--- config.mk ---
export PLATFORM = sky130hd
export DESIGN_NAME = dac_reg_ctrl
export DESIGN_NICKNAME = d
export VERILOG_FILES = /design/src/rtl/dac_reg_ctrl.sv
export SDC_FILE = /design/constraint.sdc
export NUM_CORES = 1
export LEC_CHECK = 0
export BUFFER_PORTS_ARGS = -buffer_cell sky130_fd_sc_hd__buf_2
export CAP_MARGIN = 20
export CELL_PAD_IN_SITES_DETAIL_PLACEMENT = 1
export CELL_PAD_IN_SITES_GLOBAL_PLACEMENT = 1
export CORE_AREA = 2 2 62 64
export CTS_CLUSTER_DIAMETER = 50
export DETAILED_ROUTE_END_ITERATION = 7
export DIE_AREA = 0 0 64 66
export GPL_TIMING_DRIVEN = 0
export HOLD_SLACK_MARGIN = 0.05
export PLACE_DENSITY = 0.75
export SLEW_MARGIN = 30
export SYNTH_ARGS = -nofsm -noshare
export SYNTH_HDL_FRONTEND = slang
export SYNTH_SLANG_ARGS = --single-unit
--- constraint.sdc ---
create_clock -name clk -period 1.2 [get_ports clk]
set_clock_uncertainty 0.05 [all_clocks]
set_input_delay 0.18 -clock clk [delete_from_list [all_inputs] [get_ports clk]]
set_output_delay 0.18 -clock clk [all_outputs]
set_load 0.03 [all_outputs]
--- src/rtl/dac_reg_ctrl.sv ---
module dac_reg_ctrl #(
  parameter int CODE_W = 10
) (
  input  logic              clk,
  input  logic              rst_n,
  input  logic              cmd_stb,
  input  logic              lo_stb,
  input  logic              hi_stb,
  input  logic [7:0]        rx_byte,
  input  logic              xfer_abort,
  input  logic              stop_stb,
  input  logic              bcast_stb,
  input  logic              bcast_flag,
  output logic [CODE_W-1:0] dac_code,
  output logic              ref_internal,
  output logic              power_down
);
  localparam int HI_W = CODE_W - 8;

  logic              in_sy, in_sd, in_bg;
  logic [CODE_W-1:0] in_code;
  logic [7:0]        lo_hold;
  logic              lo_ok;

  logic do_clear, do_xfer;
  assign do_clear = bcast_stb & ~bcast_flag;
  assign do_xfer  = (bcast_stb & bcast_flag & in_sy) | (stop_stb & ~in_sy);

  always_ff @(posedge clk) begin
    if (!rst_n || do_clear) begin
      in_sy   <= 1'b0;
      in_sd   <= 1'b0;
      in_bg   <= 1'b0;
      in_code <= '0;
      lo_hold <= '0;
      lo_ok   <= 1'b0;
    end else begin
      if (cmd_stb) begin
        in_sy <= rx_byte[0];
        in_sd <= rx_byte[1];
        in_bg <= rx_byte[2];
        lo_ok <= 1'b0;
      end
      if (lo_stb) begin
        lo_hold <= rx_byte;
        lo_ok   <= 1'b1;
      end
      if (hi_stb) begin
        if (lo_ok) in_code <= {rx_byte[HI_W-1:0], lo_hold};
        lo_ok <= 1'b0;
      end
      if (stop_stb || xfer_abort) lo_ok <= 1'b0;
    end
  end

  always_ff @(posedge clk) begin
    if (!rst_n || do_clear) begin
      dac_code     <= '0;
      ref_internal <= 1'b0;
      power_down   <= 1'b0;
    end else if (do_xfer) begin
      dac_code     <= in_code;
      ref_internal <= in_bg;
      power_down   <= in_sd;
    end else if (stop_stb) begin
      power_down   <= in_sd;
    end
  end
endmodule


# ---- Yosys cells after proc, flatten, opt, wreduce, memory -nomap -nowiden
# Index checks and enable logic that the tools add are counted.
dict set report op_classes {
  n_mux 4
  n_bitwise 7
  reduce_logical 7
}
# cell count
set ops {}
lappend ops {{1-bit AND} 4}
lappend ops {{1-bit 2-to-1 mux} 4}
lappend ops {{2-bit nonzero test} 2}
lappend ops {{3-bit OR reduction} 1}
lappend ops {{1-bit logical OR} 2}
lappend ops {{1-bit inverter} 2}
lappend ops {{2-bit AND reduction} 1}
lappend ops {{1-bit zero test} 1}
lappend ops {{1-bit OR} 1}
dict set report word_totals {
  inputBits 17
  reg_bits 34
  word_cells 27
}

# ---- Depth between registers and ports, before layout
dict set report logic_depth {
  ltp_word 4
  mapped_depth 4
  mapped_depth_nobuf 3
}

# ---- Least setup slack after synthesis
# OpenSTA, ideal clock, no wires.
dict set report synth_timing {
  path_type {reg-to-reg}
  startpoint {register in_sy}
  endpoint {register dac_code[0]}
  synth_period_minus_slack_ns 1.074
  arrival_time_ns 0.953
  required_time_ns 1.078
  setup_slack_ns 0.126
  path_stages_with_launch 5
  n_path_buf 1
  setup_ns 0.072
  path_cell_list {dfxtp_1 -> nor2b_1 -> a31oi_2 -> buf_6 -> mux2i_1}
}
dict set report synth_between {
  elab_chain_len 3
  elab_cells_between_ends 4
  cone_classes {bitwise (4)}
}
# item line_no
set synth_lines {}
lappend synth_lines {{start, declared} 20} ;# logic in_sy, in_sd, in_bg;
lappend synth_lines {{start signal, assigned} 39} ;# in_sy <= rx_byte[0];
lappend synth_lines {{1-bit inverter} 27} ;# assign do_xfer = (bcast_stb & bcast_flag & in_sy) | (stop_stb & ~in_sy);
lappend synth_lines {{1-bit AND} 27}
lappend synth_lines {{1-bit OR *} 27}
lappend synth_lines {{end signal, assigned} 62} ;# dac_code <= in_code;
lappend synth_lines {{end, declared} 14} ;# output logic [CODE_W-1:0] dac_code,
# Mark *: on every way between the ends. The rest lies on a longest branch, timed or not.
# A chain may end at the register's enable or synchronous reset.

# ---- Worst setup path in the final report
# Ends and elaborated chain as after synthesis.

==> impl_metrics.csv <==
group,metric,value,unit
yosys,ys_top_cells_by_area,"dfxtp_1 49%, mux2i_1 17%, o211ai_1 12%, nand2_1 5.7%, a21oi_1 3.6%",
timing,setup_ws,0.0633,ns
yosys,synth-seq-cells,34,
drt,viasPerCell,4.95,
worst_hold_path,holdCritPathClass,"in2reg",
critical_path,rr_worst_depth,4,
timing,rsz0062_at_grt,"false",
cts,clk_pin_slew,0.11,ns
yosys,avgSynthCellArea,9.63,um^2
power,seq_power_share,53.7,%
layout,diodes,0,
place,dp_cells,218,
critical_path,worstPathMaxFanout,5,
drt,wire_per_inst,13.7,um
timing,drv_slew,0,
place,dp_hpwl,2.30,mm
power,swShare,24.1,%
critical_path,required,1.42,ns
critical_path,startpoint_type,"flop",
yosys,yosys.area.top_type,"dfxtp_1",
yosys,syn_area,1390,um^2
place,portBuffers,26,
power,leakage,0.736,nW
timing,relSlewSlack,78.8,%
drt,drcViolationCount,0,
yosys,yosysSeqAreaShare,49.1,%
yosys,syn_nets,161,
grt,overflow,0,
drt,first_pass_iters,2,
floorplanning,row_count,22,
floorplanning,initial_utilization,39.0,%
place,gp_congestion,0.709,
power,combPwrFrac,9.8,%
power,p_clk_share,36.5,%
timing,whs,0.0631,ns
cts,tritoncts,"yes",
power,p_switching,0.000522,W
drt,drt_iter0_drc,28,
cts,root_buffer,"clkbuf_4",
drt,ant_nets,0,
floorplanning,ioPinCount,29,
layout,fillers,422,
floorplanning,die_width,64,um
cts,clock_latency,0.33,ns
place,dpl_cell_area,1580,um^2
layout,final_area,1750,um^2
power,p_int,0.00165,W
yosys,ys_types,17,
floorplanning,dieArea,4220,um^2
yosys,yosys_warnings,0,
status,status,"finished clean",
timing,worst_pin_slew,0.317,ns
timing,fin_crit_sh,94.7,%
drt,via_count,1158,
grt,grt_usage,16.9,%
layout,finalNetCount,202,
grt,grt_pass1_wl,5.45,mm
timing,hold_violations,0,
cts,cts_buffer_depth,2,
grt,grt_pass1_vias,1192,
critical_path,crit_type,"reg2reg",
timing,fin_crit,1.14,ns
timing,setup_viol_count_final,0,
yosys,syn_inst,144,
grt,grt_max_degree,11,
power,powerDensity,1240,nW/um^2
run,max-cap-violations,0,
floorplanning,die_h,66,um
grt,antenna_found_initial,0,
layout,stdcell_count,234,
critical_path,end_kind,"flop",
critical_path,critPathArrivalTime,1.36,ns
place,pre_cts_slack,-0.0470,ns
cts,htreeDepth,2,
timing,fmax,0.880,GHz
worst_hold_path,hold_depth,3,
floorplanning,core,3550,um^2
cts,clkSinkCount,34,
yosys,yosysTopAreaCellShare,49.1,%
power,ir_worst_vdd,0.000624,V
layout,area_growth,25.9,%
drt,routed_wl,3.20,mm
layout,drive_gt1_share,28.0,%
cts,numCtsBuffers,5,
-- power by group through the flow --
stage	combinational [W]	clock (W)	sequential (W)
floorplan	0.000123	0	0.00119
global placement	0.000177	0	0.00119
detailed placement	0.000185	0	0.00119
CTS	0.000209	0.000819	0.00116
global route	0.000232	0.000866	0.00117
finish	0.000212	0.000792	0.00116
-- cell usage after synthesis --
library cell and number:
buf_2 9, nor3_1 1, inv_1 1, nor2_1 13, and2_1 1, buf_6 2, clkbuf_2 1, a31oi_2 1
a31oi_1 1, a21oi_1 10, o21ai_0 1, nor2b_1 2, mux2i_1 23, dfxtp_1 34, nand2_1 21, o211ai_1 22
o21ai_2 1
-- what timing repair did --
item	CTS	global route
buffers inserted	1	0
gates cloned	1	0
gates resized for setup	3	2
endpoints found under the setup margin	10	10
hold buffers	6	0
hold endpoints to repair	6	0
-- stage by stage --
stage                     power, W  TNS (ns)  utilization (%)
final                      0.00217         0             49.2
after global routing       0.00226         0             49.2
after CTS                  0.00219  -0.00108             48.8
after detailed placement   0.00137    -0.184             44.4
after global placement     0.00136         0             44.4
after floorplan            0.00131         0                -
-- flip-flops by register name, indices dropped and copies added (netlist names) --
name / cells
in_code: 10
in_bg: 1
lo_hold: 8
in_sd: 1
power_down: 1
in_sy: 1
ref_internal: 1
dac_code: 10
lo_ok: 1
-- kinds of logic (layout without fill, tap and decap cells) --
logic type	after synthesis	in the layout	share of synthesized area, %
AOI/OAI and AO/OA	36	36	17.9
buffers and inverters	13	55	5.50
DFF	34	34	49.1
muxes	23	23	16.6
and+or+nand+nor	38	38	10.9
-- cell type report --
cell class,count,area [um^2],area share [%]
well taps,48,60.1,3.44
plain buffers,12,72.6,4.16
clock buffers,8,78.8,4.52
flip-flops and latches,34,684,39.2
multi-input cells,97,641,36.7
inverters,1,3.75,0.215
repair buffers,34,205,11.8
-- final timing paths --
path              start     endpoint  slack, ns
max reg2reg       in_sy  dac_code[0]       0.06
max               in_sy  dac_code[0]       0.06
min reg2reg  in_code[0]   in_code[0]       0.42
min          rx_byte[0]   in_code[8]       0.06
-- placed cells by master, fill, tap and decap left out --
cell type       n
dlygate4sd3_1   6
o21ai_0         1
clkbuf_2        1
buf_2          35
inv_1           1
a31oi_1         1
buf_6           2
nor3_1          1
clkbuf_4        5
nor2b_1         1
a31oi_4         1
o21ai_2         1
nor2_1         13
nor2b_2         1
mux2i_1        23
and2_1          1
clkbuf_8        3
buf_4           2
dfxtp_1        33
nand2_1        21
o211ai_1       22
a21oi_1        10
dfxtp_4         1
-- per-layer routing --
layer	vias up	GRT usage, %	share of wire, %
met1	541	19.5	44
li1	590	-	-
met2	21	29.4	50
met4	0	8.15	1.7
met3	6	4.09	3.6
met5	-	0	0
-- worst max-delay path, stage by stage (launching register included) --
cell and delay [ns]:
dfxtp_4 0.40, nor2b_2 0.06, a31oi_4 0.19, buf_4 0.20, mux2i_1 0.18
Note: power is estimated with default switching activity, not from simulation.
